===== src/rtl/cfgblob_pkg.sv =====
package cfgblob_pkg;

    typedef enum logic {
        ST_IDLE,
        ST_RESP
    } rsp_state_e;

    function automatic logic [3:0] access_bytes(input logic [1:0] code);
        return 4'd1 << code;
    endfunction

endpackage


===== src/rtl/cfgblob_offset.sv =====
module cfgblob_offset #(
    parameter int OFS_W = 16
) (
    input  logic             clk,
    input  logic             rst_n,
    input  logic             clr,
    input  logic             adv,
    input  logic [3:0]       step,
    output logic [OFS_W-1:0] ofs
);
    localparam logic [OFS_W:0] OFS_MAX = {1'b0, {OFS_W{1'b1}}};

    logic [OFS_W:0]   sum;
    logic [OFS_W-1:0] ofs_d;

    always_comb begin
        sum = {1'b0, ofs} + (OFS_W+1)'(step);
        if (clr) begin
            ofs_d = '0;
        end else if (adv) begin
            ofs_d = (sum > OFS_MAX) ? OFS_MAX[OFS_W-1:0] : sum[OFS_W-1:0];
        end else begin
            ofs_d = ofs;
        end
    end

    always_ff @(posedge clk or negedge rst_n) begin
        if (!rst_n) ofs <= '0;
        else        ofs <= ofs_d;
    end


    ofs_clear_chk: assert property (@(posedge clk) disable iff (!rst_n)
        clr |=> (ofs == '0));


    ofs_hold_chk: assert property (@(posedge clk) disable iff (!rst_n)
        (!clr && !adv) |=> $stable(ofs));


    ofs_saturate_chk: assert property (@(posedge clk) disable iff (!rst_n)
        (!clr && adv && ofs == OFS_MAX[OFS_W-1:0]) |=> (ofs == OFS_MAX[OFS_W-1:0]));

endmodule


===== src/rtl/cfgblob_byte_rom.sv =====
module cfgblob_byte_rom #(
    parameter logic [31:0] SIG_TEXT     = "HWCF",
    parameter bit          DMA_PRESENT  = 1'b0,
    parameter int          NUM_GEN      = 4,
    parameter int          GEN_LEN_BASE = 3,
    parameter int          NUM_ARCH     = 1,
    parameter int          ARCH_LEN     = 10,
    parameter int          AW           = 20
) (
    input  logic          is_arch,
    input  logic [13:0]   idx,
    input  logic [AW-1:0] addr,
    output logic [7:0]    data
);
    logic [AW-1:0] len;
    logic [7:0]    val;

    always_comb begin
        len = '0;
        val = 8'h00;
        if (!is_arch) begin
            if (idx == 14'd0) begin
                len = AW'(4);
                val = SIG_TEXT[(5'd24 - {addr[1:0], 3'b000}) +: 8];
            end else if (idx == 14'd1) begin
                len = AW'(4);
                val = (addr[1:0] == 2'd0) ? {6'b0, DMA_PRESENT, 1'b1} : 8'h00;
            end else if (32'(idx) < 32'(NUM_GEN)) begin
                len = AW'(32'(GEN_LEN_BASE) + 32'(idx));
                val = 8'(32'(idx) * 32'd16 + 32'(addr));
            end
        end else if (32'(idx) < 32'(NUM_ARCH)) begin
            len = AW'(32'(ARCH_LEN) + 32'(idx));
            val = 8'(32'hC0 + 32'(idx) * 32'd32 + 32'(addr));
        end
        data = (addr < len) ? val : 8'h00;
    end

endmodule


===== src/rtl/cfgblob_port.sv =====
module cfgblob_port
    import cfgblob_pkg::*;
#(
    parameter logic [31:0] SIG_TEXT     = "HWCF",
    parameter bit          DMA_PRESENT  = 1'b0,
    parameter int          OFS_W        = 16,
    parameter int          NUM_GEN      = 4,
    parameter int          GEN_LEN_BASE = 3,
    parameter int          NUM_ARCH     = 1,
    parameter int          ARCH_LEN     = 10
) (
    input  logic        clk,
    input  logic        rst_n,
    input  logic        req_valid,
    input  logic        req_write,
    input  logic        req_sel,
    input  logic [1:0]  req_size,
    input  logic [63:0] req_wdata,
    output logic        rsp_valid,
    output logic [63:0] rsp_rdata
);
    localparam int LANES = 8;
    localparam int AW    = OFS_W + 4;

    rsp_state_e       state_q, state_d;
    logic             key_arch_q;
    logic [13:0]      key_idx_q;
    logic [OFS_W-1:0] ofs;
    logic [63:0]      rdata_q, gather;
    logic [3:0]       nbytes;
    logic             sel_wr, data_rd, any_rd;
    logic             wdata_unused;
    logic [7:0]       lane_byte [LANES];

    assign sel_wr       = req_valid && req_write && req_sel;
    assign data_rd      = req_valid && !req_write && !req_sel;
    assign any_rd       = req_valid && !req_write;
    assign nbytes       = access_bytes(req_size);
    assign wdata_unused = ^{req_wdata[63:16], req_wdata[14]};

    always_ff @(posedge clk or negedge rst_n) begin
        if (!rst_n) begin
            key_arch_q <= 1'b0;
            key_idx_q  <= '0;
        end else if (sel_wr) begin
            key_arch_q <= req_wdata[15];
            key_idx_q  <= req_wdata[13:0];
        end
    end

    cfgblob_offset #(.OFS_W(OFS_W)) u_ofs (
        .clk   (clk),
        .rst_n (rst_n),
        .clr   (sel_wr),
        .adv   (data_rd),
        .step  (nbytes),
        .ofs   (ofs)
    );

    for (genvar j = 0; j < LANES; j++) begin : g_lane
        logic [AW-1:0] lane_addr;
        assign lane_addr = AW'(ofs) + AW'(j);

        cfgblob_byte_rom #(
            .SIG_TEXT     (SIG_TEXT),
            .DMA_PRESENT  (DMA_PRESENT),
            .NUM_GEN      (NUM_GEN),
            .GEN_LEN_BASE (GEN_LEN_BASE),
            .NUM_ARCH     (NUM_ARCH),
            .ARCH_LEN     (ARCH_LEN),
            .AW           (AW)
        ) u_rom (
            .is_arch (key_arch_q),
            .idx     (key_idx_q),
            .addr    (lane_addr),
            .data    (lane_byte[j])
        );

        assign gather[8*j +: 8] = (data_rd && (4'(j) < nbytes)) ? lane_byte[j] : 8'h00;
    end

    always_ff @(posedge clk or negedge rst_n) begin
        if (!rst_n)      rdata_q <= '0;
        else if (any_rd) rdata_q <= gather;
    end

    always_comb begin
        state_d = state_q;
        unique case (state_q)
            ST_IDLE: if (any_rd)  state_d = ST_RESP;
            ST_RESP: if (!any_rd) state_d = ST_IDLE;
            default: state_d = ST_IDLE;
        endcase
    end

    always_ff @(posedge clk or negedge rst_n) begin
        if (!rst_n) state_q <= ST_IDLE;
        else        state_q <= state_d;
    end

    always_comb begin
        rsp_valid = (state_q == ST_RESP);
        rsp_rdata = rsp_valid ? rdata_q : 64'd0;
    end


    rsp_follows_read_chk: assert property (@(posedge clk) disable iff (!rst_n)
        any_rd |=> rsp_valid);


    rsp_only_after_read_chk: assert property (@(posedge clk) disable iff (!rst_n)
        !any_rd |=> !rsp_valid);


    key_hold_chk: assert property (@(posedge clk) disable iff (!rst_n)
        !sel_wr |=> ($stable(key_idx_q) && $stable(key_arch_q)));


    sel_read_zero_chk: assert property (@(posedge clk) disable iff (!rst_n)
        (req_valid && !req_write && req_sel) |=> (rsp_rdata == 64'd0));


    narrow_lanes_chk: assert property (@(posedge clk) disable iff (!rst_n)
        (data_rd && req_size == 2'd0) |=> (rsp_rdata[63:8] == 56'd0));

endmodule


===== config.mk =====
export PLATFORM = sky130hd
export DESIGN_NAME = cfgblob_port
export DESIGN_NICKNAME = d
export VERILOG_FILES = /design/src/rtl/cfgblob_pkg.sv /design/src/rtl/cfgblob_offset.sv /design/src/rtl/cfgblob_byte_rom.sv /design/src/rtl/cfgblob_port.sv
export SDC_FILE = /design/constraint.sdc
export NUM_CORES = 1
export LEC_CHECK = 0
export ABC_AREA = 0
export ABC_CLOCK_PERIOD_IN_PS = 9000
export BUFFER_PORTS_ARGS = -buffer_cell sky130_fd_sc_hd__clkbuf_2
export CORE_UTILIZATION = 25
export DETAILED_ROUTE_END_ITERATION = 8
export GPL_TIMING_DRIVEN = 0
export HOLD_SLACK_MARGIN = 0.05
export SYNTH_ARGS = -nofsm -noshare
export SYNTH_HDL_FRONTEND = slang
export SYNTH_SLANG_ARGS = --single-unit

===== constraint.sdc =====
create_clock -name clk -period 9 [get_ports clk]
set_clock_uncertainty 0.15 [all_clocks]
set_input_delay 0.45 -clock clk [delete_from_list [all_inputs] [get_ports clk]]
set_output_delay 0.45 -clock clk [all_outputs]
set_load 0.01 [all_outputs]

---- Word-level counts from Yosys, hierarchy flattened ----
Cells that the tools add are included.
storage, ports and cells
  logic and storage cells ................. 167
  register bits after elaboration ......... 96
  output and inout bits ................... 65
  input port bits ......................... 71
cells by class
  magnitude comparators ................... 19
  reductions and logical operators ........ 24
  shifts and indexed selects .............. 9
  equality and inequality tests ........... 1
  $add $sub $neg .......................... 35
  muxes and demuxes ....................... 74
operators with widths
  operator                   count
  $mux W8                    56
  $shiftx A32 B6 Y8 const A  8
  $lt A17 B20 Y1             7
  $add A8 B8 Y8              16
  $mux W20                   5
  $add A16 B3 Y17 const B    4
  $mux W64                   1
  $mux W16                   3
  $sub A5 B5 Y5 const A      8
  $add A16 B2 Y17 const B    2
  $lt A16 B20 Y1             1
  $add A16 B1 Y17 const B    1
  $add A16 B4 Y17            1
  $gt A17 B16 Y1 const B     1
  $logic_not A2 Y1           8
  $lt A3 B4 Y1 const A       4
  $add A2 B14 Y15 const A    1
  $add A4 B14 Y15 const A    1
  $eq A14 B1 Y1 const B      1
  $logic_not A14 Y1          1
  $lt A14 B1 Y1 const B      1
  $lt A14 B3 Y1 const B      1
  $logic_and A1 B1 Y1        12
  $mux W1                    9
  other kinds (6)            9

---- Logic depth before layout (Yosys ltp) ----
Gate-level depths: netlist of the first run.
  word-level depth ........................ 8
  depth in mapped cells ................... 15
  mapped depth without buffers ............ 14

---- By module ----
A second synthesis of the first run with hierarchy kept.
unflattened totals
  cell total of the unflattened synthesis .. 1617
  area, all modules ....................... 13878.3 um^2
by module, submodules not included
  module                                   seq. area each (um^2)  area each (um^2)  times used  cells an instance
  cfgblob_byte_rom at g_lane[1].u_rom ...  0.0                    965.9             6           124
  cfgblob_port                             2001.9                 5196.2            1           539
  cfgblob_byte_rom at g_lane[7].u_rom      0.0                    973.4             1           117
  cfgblob_offset                           400.4                  970.9             1           99
  cfgblob_byte_rom at g_lane[0].u_rom      0.0                    942.2             1           118

---- Worst setup path after synthesis of the first run ----
Ideal clock, no wire load.
  path kind ............................... flip-flop to flip-flop
  start point ............................. register key_idx_q[1]
  end point ............................... register rdata_q[15]
  buffers on the path ..................... 1
  setup time .............................. 0.095 ns
  data required time ...................... 8.755 ns
  path slack .............................. 4.307 ns
  arrival ................................. 4.448 ns
  stages on the path, launching flop included .. 15
  clock period less this slack ............ 4.693 ns
  cells stage by stage .................... dfrtp_1 inv_1 ha_1 clkbuf_1 or2_2 nor4_1 nand2b_1 o22a_1 ha_1 a21oi_1 nor4b_1 a211o_1 a21oi_1 a2111o_1 o31ai_1
between the ends
  cells in the longest elaborated chain, start to end .. 8
  elaborated cells on any way between the ends .. 22
  those cells by class .................... add/sub (5); order compare (3); eq/ne (1); mux (12); reduce/logical (1)
RTL lines
  what                                              RTL line                                        text
  start: declaration                                cfgblob_port.sv:27                              logic [13:0] key_idx_q;
  start signal: assignment                          cfgblob_port.sv:47                              key_idx_q <= req_wdata[13:0];
  $add A2 B14 Y15 or $lt A14 B3 Y1 (tied branches)  cfgblob_byte_rom.sv:29, cfgblob_byte_rom.sv:28
  $mux W20                                          cfgblob_byte_rom.sv:28                          end else if (32'(idx) < 32'(NUM_GEN)) begin
  $mux W20                                          cfgblob_byte_rom.sv:25                          end else if (idx == 14'd1) begin
  $mux W20                                          cfgblob_byte_rom.sv:22                          if (idx == 14'd0) begin
  $mux W20                                          cfgblob_byte_rom.sv:21                          if (!is_arch) begin
  $lt A17 B20 Y1                                    cfgblob_byte_rom.sv:36                          data = (addr < len) ? val : 8'h00;
  $mux W8 *                                         cfgblob_byte_rom.sv:36
  $mux W8 *                                         cfgblob_port.sv:79                              assign gather[8*j +: 8] = (data_rd && (4'(j) < nbytes)) ? lane_byte[j] : 8'h00;
  end signal: assignment                            cfgblob_port.sv:84                              else if (any_rd) rdata_q <= gather;
  end: declaration                                  cfgblob_port.sv:29                              logic [63:0] rdata_q, gather;
Mark *: on every way between the ends. The rest lies on a longest branch, timed or not.
A chain may end at the register's enable or synchronous reset.

---- Worst setup path after layout of the first run ----
  start point ............................. register key_idx_q[1]
  end point ............................... register rdata_q[44]
Same word-level chain as after synthesis.

==> results of run 1 <==
-- cells in the final DEF, fill, tap and decap left out, drive strengths merged, types with 9 or more instances in the layout --
master	count
nand2b	9
and2	68
and3	11
a31oi	12
a21o	30
dfrtp	96
ha	156
xnor2	91
fa	17
o21ai	72
inv	30
nor3	16
nor2b	15
clkbuf	151
a22oi	13
nor4	20
nand2	176
xor2	35
a21oi	75
conb	80
buf	16
nand4	16
o22ai	12
a32o	11
nand3	33
o31ai	17
nor2	77
-- worst max path at each step --
stage,startpoint,endpoint
2_1_floorplan,key_idx_q[1],rdata_q[15]
3_3_place_gp,key_idx_q[1],rdata_q[46]
3_5_place_dp,key_idx_q[1],rdata_q[44]
4_1_cts,key_idx_q[1],rdata_q[44]
5_1_grt,key_idx_q[1],rdata_q[23]
6_report,key_idx_q[1],rdata_q[44]
-- worst min-delay path, stage by stage --
cell and delay (ns):
clkbuf_2 0.07, nand2_1 0.04, nand2_1 0.05
-- area by class of cell --
class,count,area share [%]
clock inverter,6,0.530
sequential,96,19.2
buffer,69,2.20
multi-input combinational,1181,66.1
inverter,29,0.870
timing repair buffer,89,3.80
tap,539,5.39
clock buffer,10,1.91
-- timing repair --
action	CTS	global route
hold endpoints to repair	33	0
hold buffers	1	0
gates resized for setup	0	0
-- power groups by stage --
stage               clock (mW)  sequential (mW)  combinational [mW]
global placement             0            0.500               0.628
detailed placement           0            0.502               0.644
CTS                      0.422            0.493               0.649
finish                   0.420            0.494               0.662
floorplan                    0            0.484               0.445
global route             0.436            0.497               0.727
-- cell usage after synthesis (8+ instances only) --
library cell    n  area share, %
nor2_1         76            2.7
o31ai_1        17            1.2
nor3_1         16           0.75
a2111oi_0       8           0.65
nor2b_1        15           0.87
o21ai_0        69            3.2
nor4_1         19            1.1
a21o_1         30            2.1
dfrtp_1        96             22
inv_1          28           0.98
and3_1         11           0.64
o22ai_1        12           0.70
nand4_1        16           0.93
clkbuf_1       54            1.9
a211o_1         8           0.65
xnor2_1        91            7.4
ha_1          156             18
and2_1         68            4.0
nand2b_1        9           0.52
nand2_1       176            6.1
xor2_1         35            2.9
fa_1           17            3.2
a21oi_1        75            3.5
a32o_1         11            1.0
nand3_1        33            1.5
a31oi_1        12           0.70
a22oi_1        13           0.91
-- sequential cells by signal, summed over array words and instances, names as in the netlist --
register,count
u_ofs.ofs,16
rdata_q,64
rsp_valid,1
key_idx_q,14
key_arch_q,1
-- per-stage QoR --
stage	total power [mW]	instances
2_1_floorplan	0.929	1375
3_3_place_gp	1.13	2000
3_5_place_dp	1.15	2001
4_1_cts	1.56	2018
5_1_grt	1.66	2019
6_report	1.57	2019
-- per-layer routing --
layer,GRT usage [%],wire [um]
met1,22.4,16800
met2,30.3,18200
met3,3.59,2610
met4,9.25,2080
met5,0,0
-- cells by family (layout without fill, tap and decap cells) --
logic type                 count (synthesis)  in the layout  share of synthesized area (%)
muxes                                      1              1                         0.0931
AOI/OAI and AO/OA                        326            326                           20.3
DFF                                       96             96                           22.4
other                                      1             80                         0.0349
adders and majority gates                173            173                           21.3
and+or+nand+nor                          474            474                           21.9
buffers and inverters                     98            203                           3.57
xor gates and xnor gates                 127            127                           10.5
==> results.md, run 1 <==
- Main synth FF type: dfrtp_1
- Syn avg cell area: roughly 8.3 um2
- Final worst-path cycle share: between 70% and 80%
- DRC viols: 0
- Setup TNS: 0 ns
- Comb power frac: a little over two fifths
- Die ar.: 43800 um2
- Detailed Place HPWL: about 32000 um
- Register area: between 2000 and 2500 um2
- EDFF count, synth: 0
- ANT cells: 0
- Overall routing resource usage: 18.2%
- Crit. End Element: flop
- Worst-path cell with the longest stage delay: dfrtp_1
- Pin count of the biggest net entering global routing: 64
- Max FO, Critical Path: 17
- Post-Route WL: around 40000 um
- Fin crit period: 7.02 ns
- # IOs: 136
- Depth of the CTS H-tree: 3
- Max Slew Vio Count: 0
- Starting DRC count in detailed routing: 900
- Global route overflow: 0
- Worst hold path cell count: 3
- Setup Viol. Count Final: 0
- Initial antenna violation count: 1
- Die Height: between 200 and 250 um
- Final WS setup: between 1.5 and 2 ns
- # clock sinks: 96
- Clk slew on worst S/H paths: about 0.07 ns
- Register share of total power: a little under a third
- Fraction of registers with async set/reset: 100%
- RePlAce Congestion: approximately 0.98
- LEAKAGE: a little under 6 nW
- Worst-case clock buffer depth: 2
- Kind of critical path: reg -> reg
- Final hold vios: 0
- Placed cell area: ~12000 um2
- Max_cap viols: 0
- RR Endpoint: rdata_q[44]
- Router iterations before antenna repair: 6
- Setup WS pre-CTS: ~2.1 ns
- Switching power: 664 uW
- Cts bufs inserted: 9
- Vias in the first global route: 10231
- Cell area after layout: ~13000 um2
- Routed len/inst: a little under 20 um
- CP startpoint kind: flop
- Hold_ws: roughly 0.12 ns
- Via count: 10469
- CTS root buf: clkbuf_16
- Worst skew pair latency: about 0.38 ns
- Pwr dens: roughly 130 nW/um2
- Worst VDD drop: 0.0930 mV
- Status: complete, no violations
- Clk pwr share: between 20% and 30%
- WP buf/inv: 2
- Sw frac: a little over two fifths
- Distinct cells, synth: 73
- Synthesis warning total: 0
- Share of cells above drive strength 1: under 10%
- Post-Synthesis Cells: 1296
- Flop-to-flop setup slack: 1.98 ns
- Utilization after layout: 29.7%
- Core area: ~42000 um2
- Vias per cell: just over 5
- Initial Utilization: 25.5%
- # nets final: roughly 1700
- Cell Chain, Critical Path: inv_1 -> ha_1 -> clkbuf_1 -> or2_2 -> nor4_1 -> nand2b_1 -> o22a_1 -> ha_1 -> o211ai_1 -> a211o_1 -> a311oi_1 -> o2111ai_1 -> nand3_1 -> o21ai_0
- Die width: ~210 um
- Mapped cell area: around 11000 um2
- Routed Antenna Nets: 0
- Pint: approximately 910 uW
- Area growth, synth to finish: 16.4%
- Hold worst-path end: key_idx_q[10]
- Crit path depth: 14
- Worst EP required: a little over 9 ns
- RSZ-0062 raised after global routing: false
- IO buf count: 86
- CP most frequent cell: ha_1
- Worst path max stage delay: between 1 and 1.5 ns
- Crit path DAT: slightly above 7 ns
- Min-delay worst type: in -> reg
- Hold_sp: req_wdata[10]
- Yosys reg bits: between 90 and 100
- Top delay family on crit path: simple AND/OR/NAND/NOR gates
- R2R depth: 14
- # fillers: roughly 4500
- Area of the multi-input gates: approximately 8300 um2
- Worst-margin pin slew: ~1.4 ns
- Worst slew margin: under 10%
- F_max: 142 MHz
- Worst R2R Start: key_idx_q[1]
- CTS tree: done
- Global-route wire length before repair: between 60000 and 70000 um
- Row cnt: between 70 and 80
- Post-CTS Setup Bufs: 0
- Post-synthesis sequential area ratio: between 20 and 25%
Note: power is estimated with default switching activity, not from simulation.
==> run 2: changes to the inputs <==
--- a/config.mk
+++ b/config.mk
@@ -5,8 +5,8 @@
 export SDC_FILE = /design/constraint.sdc
 export NUM_CORES = 1
 export LEC_CHECK = 0
-export ABC_AREA = 0
-export ABC_CLOCK_PERIOD_IN_PS = 9000
+export ABC_AREA = 1
+export ABC_CLOCK_PERIOD_IN_PS = 7100
 export BUFFER_PORTS_ARGS = -buffer_cell sky130_fd_sc_hd__clkbuf_2
 export CORE_UTILIZATION = 25
 export DETAILED_ROUTE_END_ITERATION = 8
==> constraint.sdc (replaced) <==
create_clock -name clk -period 7.1 [get_ports clk]
set_clock_uncertainty 0.15 [all_clocks]
set_input_delay 0.355 -clock clk [delete_from_list [all_inputs] [get_ports clk]]
set_output_delay 0.355 -clock clk [all_outputs]
set_load 0.01 [all_outputs]
==> run 2 against run 1 <==
  * Die area is 8.3% higher
  * Synthesized cell count rose by 28%
  * Worst setup slack lost 0.43 ns
  * Synthesized area is 8.4% higher
  * Critical path depth is the same
  * Critical path type unchanged
  * Combinational power up 34%
  * Sequential power up 32%
  * Total power rose by 32%
  * Via count up 12%
  * Critical endpoint is now rdata_q[38]
==> results.md, run 2 <==
- Detailed Place HPWL: 34800 um (was 32300 um)
- Max_cap viols: 0 (unchanged)
- Met2 WL: 18400 um (was 18200 um)
- Setup TNS: 0 ns (unchanged)
- Post-Synthesis Cells: 1653 (was 1296)
- Crit path DAT: 5.66 ns (was 7.11 ns)
- RSZ-0062 raised after global routing: false (unchanged)
- Worst-case clock buffer depth: 2 (unchanged)
- Fin crit period: 5.55 ns (was 7.02 ns)
- Top cell type's share of synthesized area: 20.6% (was 22.4%)
- Distinct cells, synth: 53 (was 73)
- Biggest register: rdata_q (unchanged)
- R2R depth: 14 (unchanged)
- Synthesis warning total: 0 (unchanged)
- Most frequent cell after synthesis: nand2_1 (unchanged)
- Worst EP required: 7.20 ns (was 9.09 ns)
- Depth of the CTS H-tree: 3 (unchanged)
- RR Endpoint: rdata_q[38] (was rdata_q[44])
- Overall routing resource usage: 18.0% (was 18.2%)
- Routed Antenna Nets: 0 (unchanged)
- Largest cells by area after synthesis: dfrtp_1 (21%), ha_1 (17%), nand2_1 (14%), xor2_1 (7.6%), inv_1 (5.5%) (was dfrtp_1 (22%), ha_1 (18%), xnor2_1 (7.4%), nand2_1 (6.1%), and2_1 (4.0%))
- Worst skew pair latency: 0.38 ns (about the same)
- Pwr dens: 154 nW/um2 (was 126 nW/um2)
- Max FO, Critical Path: 17 (unchanged)
- DRT met1 WL: 19300 um (was 16800 um)
- Min-delay worst type: in -> reg (unchanged)
- Routed len/inst: 17.3 um (was 19.7 um)
- Vias per cell: 4.81 (was 5.19)
- Initial Utilization: 25.5% (about the same)
- Main synth FF type: dfrtp_1 (unchanged)
- Crit. End Element: flop (unchanged)
- Core area: 45700 um2 (was 42100 um2)
- Flop-to-flop setup slack: 1.55 ns (was 1.98 ns)
- Register share of total power: 31.5% (was 31.4%)
- IO buf count: 86 (unchanged)
- Kind of critical path: reg -> reg (unchanged)
- Leading cell type in the layout, fill and taps excluded: nand2_1 (unchanged)
- Worst R2R Start: key_idx_q[1] (unchanged)
- Max reg flops: 64 (unchanged)
- Final worst-path cycle share: 78.2% (was 78.0%)
- Switching power: 884 uW (was 664 uW)
- Post-CTS Setup Bufs: 0 (unchanged)
- RePlAce Congestion: 1.02 (was 0.982)
- Worst VDD drop: 0.141 mV (was 0.0930 mV)
- CTS root buf: clkbuf_16 (unchanged)
- Worst-margin pin slew: 1.27 ns (was 1.42 ns)
- Worst slew margin: 14.6% (was 5.19%)
- Die width: 218 um (was 209 um)
- Global-route wire length before repair: 65200 um (was 60600 um)
- Setup Viol. Count Final: 0 (unchanged)
- F_max: 180 MHz (was 142 MHz)
- # clock sinks: 96 (unchanged)
- LEAKAGE: 7.51 nW (was 5.84 nW)
- CTS tree: done (unchanged)
- Row cnt: 78 (was 75)
- Starting DRC count in detailed routing: 912 (was 900)
- Post-CTS Resized: 0 (unchanged)
- Die ar.: 47500 um2 (was 43800 um2)
- Final hold vios: 0 (unchanged)
- # IOs: 136 (unchanged)
- Cts bufs inserted: 9 (unchanged)
- Top sig layer: met5 (was met4)
- Final std cells w/o fill: 2437 (was 2019)
- Most frequent cells in the layout: nand2_1 (442), inv_1 (172), ha_1 (156) (was nand2_1 (176), ha_1 (156), dfrtp_1 (96))
- Routed length on met3: 3030 um (was 2610 um)
- Hold_sp: req_wdata[6] (was req_wdata[10])
- EDFF count, synth: 0 (unchanged)
- Area growth, synth to finish: 15.9% (was 16.4%)
- Initial antenna violation count: 1 (unchanged)
- Cell taking the most area after synthesis: dfrtp_1 (unchanged)
- DRC viols: 0 (unchanged)
- Yosys reg bits: 96 (unchanged)
- Pin count of the biggest net entering global routing: 62 (was 64)
- Comb power frac: 42.6% (was 42.0%)
- Post-Route WL: 42200 um (was 39700 um)
- Via count: 11722 (was 10469)
- ANT cells: 0 (unchanged)
- Sw frac: 42.6% (was 42.1%)
- Share of cells above drive strength 1: 11.3% (was 8.38%)
- Max Slew Vio Count: 0 (unchanged)
- Pint: 1.19 mW (was 911 uW)
- Top Registers: rdata_q: 64 flops, u_ofs.ofs: 16 flops, key_idx_q: 14 flops (unchanged)
- Worst hold path cell count: 2 (was 3)
- Fraction of registers with async set/reset: 100% (unchanged)
- Placed cell count: 2419 (was 2001)
- Mapped cell area: 11600 um2 (was 10700 um2)
- Vias in the first global route: 11495 (was 10231)
- Syn avg cell area: 7.05 um2 (was 8.29 um2)
- Clk pwr share: 25.9% (was 26.6%)
- Clk slew on worst S/H paths: 0.07 ns (about the same)
- Die Height: 218 um (was 209 um)
- Status: complete, no violations (unchanged)
- Synth top cells by count: nand2_1 (442), inv_1 (172), ha_1 (156) (was nand2_1 (176), ha_1 (156), dfrtp_1 (96))
- # nets final: 2076 (was 1719)
- Hold worst-path end: key_idx_q[6] (was key_idx_q[10])
- Post-synthesis sequential area ratio: 20.6% (was 22.4%)
- CTS Hold Bufs: 2 (was 1)
- CP startpoint kind: flop (unchanged)
- Router iterations before antenna repair: 7 (was 6)
- Global route overflow: 0 (unchanged)
==> run 2: how the worst max path moves through the flow <==
| stage | startpoint | to | slack [ns] | cells after the start |
|---|---|---|---|---|
| final | key_idx_q[1] | rdata_q[38] | 1.55 | 14 |
| after global routing | key_idx_q[1] | rdata_q[38] | 1.15 | 16 |
| after global placement | key_idx_q[1] | rdata_q[37] | 1.61 | 16 |
| after detailed placement | key_idx_q[1] | rdata_q[38] | 1.66 | 16 |
| after CTS | key_idx_q[1] | rdata_q[38] | 1.64 | 16 |
| after floorplan | key_idx_q[1] | rdata_q[32] | 3.45 | 16 |
==> run 2: power by group through the flow <==
stage                     registers, mW  clock network [mW]  logic [mW]
final                             0.654               0.539       0.885
after CTS                         0.652               0.554       0.866
after detailed placement          0.663                   0       0.859
after global routing              0.658               0.573       0.987
after floorplan                   0.637                   0       0.601
after global placement            0.662                   0       0.842
==> run 2: cell type report <==
cell class	instances	area, um2
multi-input combinational	1385	8570
buffer	53	231
clock inverter	7	95.1
tap	600	751
clock buffer	9	225
timing repair buffer	89	480
sequential	96	2400
fill	5062	32200
inverter	198	743
==> run 2: per-layer routing <==
layer,track usage (%),up-vias
met1,24.5,5555
li1,-,5677
met2,28.3,412
met5,0,-
met4,6.53,2
met3,3.35,76
==> run 2: stage by stage <==
step | utilization [%] | power, mW | cell area (um2) | hold slack (ns) | setup slack, ns
finish | 29.6 | 2.08 | 13500 | 0.0636 | 1.55
global route | 29.6 | 2.22 | 13500 | 0.0627 | 1.15
CTS | 29.6 | 2.07 | 13500 | 0.0522 | 1.64
detailed placement | 28.8 | 1.52 | 13200 | 0.241 | 1.66
global placement | 28.7 | 1.50 | 13100 | 0.315 | 1.61
floorplan | - | 1.24 | 11900 | -0.0906 | 3.45
==> run 2: critical path, cell delays in order, from the launching register on <==
cell and delay (ns):
dfrtp_1 1.02, inv_1 0.78, ha_1 0.48, inv_1 0.18, nand4_2 0.33, nor2_1 0.62, a31oi_1 0.61, ha_1 0.52
nand2_1 0.06, inv_1 0.05, nand2_1 0.05, nand2_1 0.08, nand2_1 0.23, nand3_1 0.21, nand2_1 0.06
==> run 2: logic make-up after synthesis <==
| family | count (synthesis) | share of synthesized area [%] |
|---|---|---|
| compound gates | 250 | 12.8 |
| other cells | 1 | 0.0322 |
| simple gates | 750 | 28.1 |
| mux | 11 | 1.06 |
| xor+xnor | 121 | 9.39 |
| flops | 96 | 20.6 |
| fa+ha+maj | 173 | 19.7 |
| buf+inv | 251 | 8.37 |
==> run 3: changes to the inputs <==
--- a/config.mk
+++ b/config.mk
@@ -6,7 +6,7 @@
 export NUM_CORES = 1
 export LEC_CHECK = 0
 export ABC_AREA = 1
-export ABC_CLOCK_PERIOD_IN_PS = 7100
+export ABC_CLOCK_PERIOD_IN_PS = 4650
 export BUFFER_PORTS_ARGS = -buffer_cell sky130_fd_sc_hd__clkbuf_2
 export CORE_UTILIZATION = 25
 export DETAILED_ROUTE_END_ITERATION = 8
==> constraint.sdc (replaced) <==
create_clock -name clk -period 4.65 [get_ports clk]
set_clock_uncertainty 0.15 [all_clocks]
set_input_delay 0.2325 -clock clk [delete_from_list [all_inputs] [get_ports clk]]
set_output_delay 0.2325 -clock clk [all_outputs]
set_load 0.01 [all_outputs]
==> run 3 against run 2 <==
  * Non-clock buffer count is 17 higher
  * Register-to-register slack lost 1.3 ns
  * Global-route usage is essentially flat
  * Flip-flop and latch count is the same
  * Critical endpoint unchanged
==> results.md, run 3 (synthesis results as in run 2) <==
- Routed len/inst: 17.3 um (about the same)
- DRC viols: 0 (unchanged)
- Setup TNS: 0 ns (unchanged)
- CP startpoint kind: flop (unchanged)
- Min-delay worst type: in -> async (was in -> reg)
- Leading cell type in the layout, fill and taps excluded: nand2_1 (unchanged)
- Flop-to-flop setup slack: 0.29 ns (was 1.55 ns)
- Max FO, Critical Path: 17 (unchanged)
- Starting DRC count in detailed routing: 877 (was 912)
- Placed cell area: 13200 um2 (unchanged)
- Share of cells above drive strength 1: 11.5% (was 11.3%)
- R2R depth: 14 (unchanged)
- Biggest register: rdata_q (unchanged)
- Kind of critical path: reg -> reg (unchanged)
- Crit path DAT: 4.46 ns (was 5.66 ns)
- Worst R2R Start: key_idx_q[1] (unchanged)
- Max reg flops: 64 (unchanged)
- Worst skew pair latency: 0.38 ns (about the same)
- Depth of the CTS H-tree: 3 (unchanged)
- Initial antenna violation count: 2 (was 1)
- Worst VDD drop: 0.217 mV (was 0.141 mV)
- Row cnt: 78 (unchanged)
- Max Slew Vio Count: 0 (unchanged)
- Vias in the first global route: 11578 (was 11495)
- # IOs: 136 (unchanged)
- Final worst-path cycle share: 93.7% (was 78.2%)
- Top Registers: rdata_q: 64 flops, u_ofs.ofs: 16 flops, key_idx_q: 14 flops (unchanged)
- Crit. End Element: flop (unchanged)
- Overall routing resource usage: 18.1% (was 18.0%)
- Fin crit period: 4.36 ns (was 5.55 ns)
- # nets final: 2093 (was 2076)
- Status: complete, no violations (unchanged)
- Cell Chain, Critical Path: clkinvlp_4 -> ha_1 -> inv_1 -> nand4_2 -> nor2_2 -> a31oi_1 -> ha_1 -> nand2_1 -> inv_1 -> nand2_1 -> nand2_1 -> nand2_1 -> nand3_1 -> nand2_1 (was inv_1 -> ha_1 -> inv_1 -> nand4_2 -> nor2_1 -> a31oi_1 -> ha_1 -> nand2_1 -> inv_1 -> nand2_1 -> nand2_1 -> nand2_1 -> nand3_1 -> nand2_1)
- Global-route wire length before repair: 65400 um (was 65200 um)
- Core area: 45700 um2 (unchanged)
- # clock sinks: 96 (unchanged)
- Die ar.: 47500 um2 (unchanged)
- Routed Antenna Nets: 0 (unchanged)
- Pin count of the biggest net entering global routing: 62 (unchanged)
- Clk slew on worst S/H paths: 0.07 ns (about the same)
- Post-Route WL: 42400 um (was 42200 um)
- RePlAce Congestion: 1.02 (unchanged)
- CP most frequent cell: nand2_1 (unchanged)
- Global route overflow: 0 (unchanged)
- CTS tree: done (unchanged)
- Pwr dens: 233 nW/um2 (was 154 nW/um2)
- Initial Utilization: 25.5% (unchanged)
- CTS root buf: clkbuf_16 (unchanged)
- Worst-case clock buffer depth: 2 (unchanged)
- Final hold vios: 0 (unchanged)
- Final WS setup: 0.291 ns (was 1.55 ns)
- Cts bufs inserted: 9 (unchanged)
- Worst-margin pin slew: 1.30 ns (was 1.27 ns)
- Area growth, synth to finish: 17.4% (was 15.9%)
- Utilization after layout: 30.0% (was 29.6%)
- Worst EP required: 4.75 ns (was 7.20 ns)
- IO buf count: 86 (unchanged)
- Worst-path cell with the longest stage delay: dfrtp_2 (was dfrtp_1)
- Placed cell count: 2419 (unchanged)
- ANT cells: 0 (unchanged)
- Final std cells w/o fill: 2454 (was 2437)
- Worst path max stage delay: 0.74 ns (was 1.02 ns)
- Detailed Place HPWL: 34800 um (unchanged)
- Setup Viol. Count Final: 0 (unchanged)
- Vias per cell: 4.82 (was 4.81)
- Setup WS pre-CTS: -0.792 ns (was 1.66 ns)
- Die Height: 218 um (unchanged)
- F_max: 229 MHz (was 180 MHz)
- RSZ-0062 raised after global routing: false (unchanged)
- LEAKAGE: 7.57 nW (was 7.51 nW)
- Die width: 218 um (unchanged)
- Via count: 11835 (was 11722)
- Most frequent cells in the layout: nand2_1 (442), inv_1 (171), ha_1 (156) (was nand2_1 (442), inv_1 (172), ha_1 (156))
- Max_cap viols: 0 (unchanged)
- Router iterations before antenna repair: 6 (was 7)
- RR Endpoint: rdata_q[38] (unchanged)
- Cell area after layout: 13700 um2 (was 13500 um2)
- Worst slew margin: 12.9% (was 14.6%)
[run 3: changes by cell type in the layout (fill, tap and decap cells not counted), sizes merged]
| cell | delta |
|---|---|
| inv | -1 |
| dlygate4sd3 | +16 |
| clkinvlp | +1 |
| buf | +1 |
[run 3: how the worst max path moves through the flow]
stage | startpoint | to | slack [ns] | depth (start not counted)
after global routing | key_idx_q[1] | rdata_q[38] | 0.06 | 14
after global placement | key_idx_q[1] | rdata_q[37] | -0.84 | 16
final | key_idx_q[1] | rdata_q[38] | 0.29 | 14
after detailed placement | key_idx_q[1] | rdata_q[38] | -0.79 | 16
after floorplan | key_idx_q[1] | rdata_q[32] | 1.0 | 16
after CTS | key_idx_q[0] | rdata_q[38] | 0.04 | 14
[run 3: stage by stage]
stage	power [mW]	hold WS, ns
2_1_floorplan	1.89	-0.213
3_3_place_gp	2.30	0.289
3_5_place_dp	2.32	0.118
4_1_cts	3.18	0.263
5_1_grt	3.40	0.302
6_report	3.19	0.246
[run 3: worst max-delay path, delay by kind of cell (launching register included)]
kind                     cells  cell delay [ns]
AND/OR/NAND/NOR              8             1.49
buffers and inverters        3             0.52
flip-flops                   1             0.74
adder cells (fa/ha/maj)      2             0.78
AO/OA/AOI/OAI                1             0.54
[run 3: cell type report]
cell class	count	area [um2]
Fill cell	5051	32000
Multi-Input combinational cell	1385	8580
Sequential cell	96	2410
Tap cell	600	751
Inverter	198	747
Timing Repair Buffer	106	648
Buffer	53	231
Clock buffer	9	225
Clock inverter	7	95.1
[run 3: routing by layer]
metal / global-route usage, % / up-vias / wire [um]
met1: 24.4 / 5606 / 19300
met5: 0 / - / 25
met2: 28.5 / 436 / 18700
met4: 6.11 / 4 / 1360
li1: - / 5706 / -
met3: 3.51 / 83 / 3010
[run 3: power by group]
part | switching [mW] | internal, mW
clock | 0.350 | 0.472
combinational | 0.898 | 0.467
sequential | 0.105 | 0.896
total | 1.35 | 1.83
[run 3: repair_timing]
action	CTS	global route
setup endpoints to repair	64	64
resized for setup	3	3
gates cloned	0	0
hold endpoints to repair	51	0
hold buffers	18	0
setup buffers	1	0
pin swaps	0	0
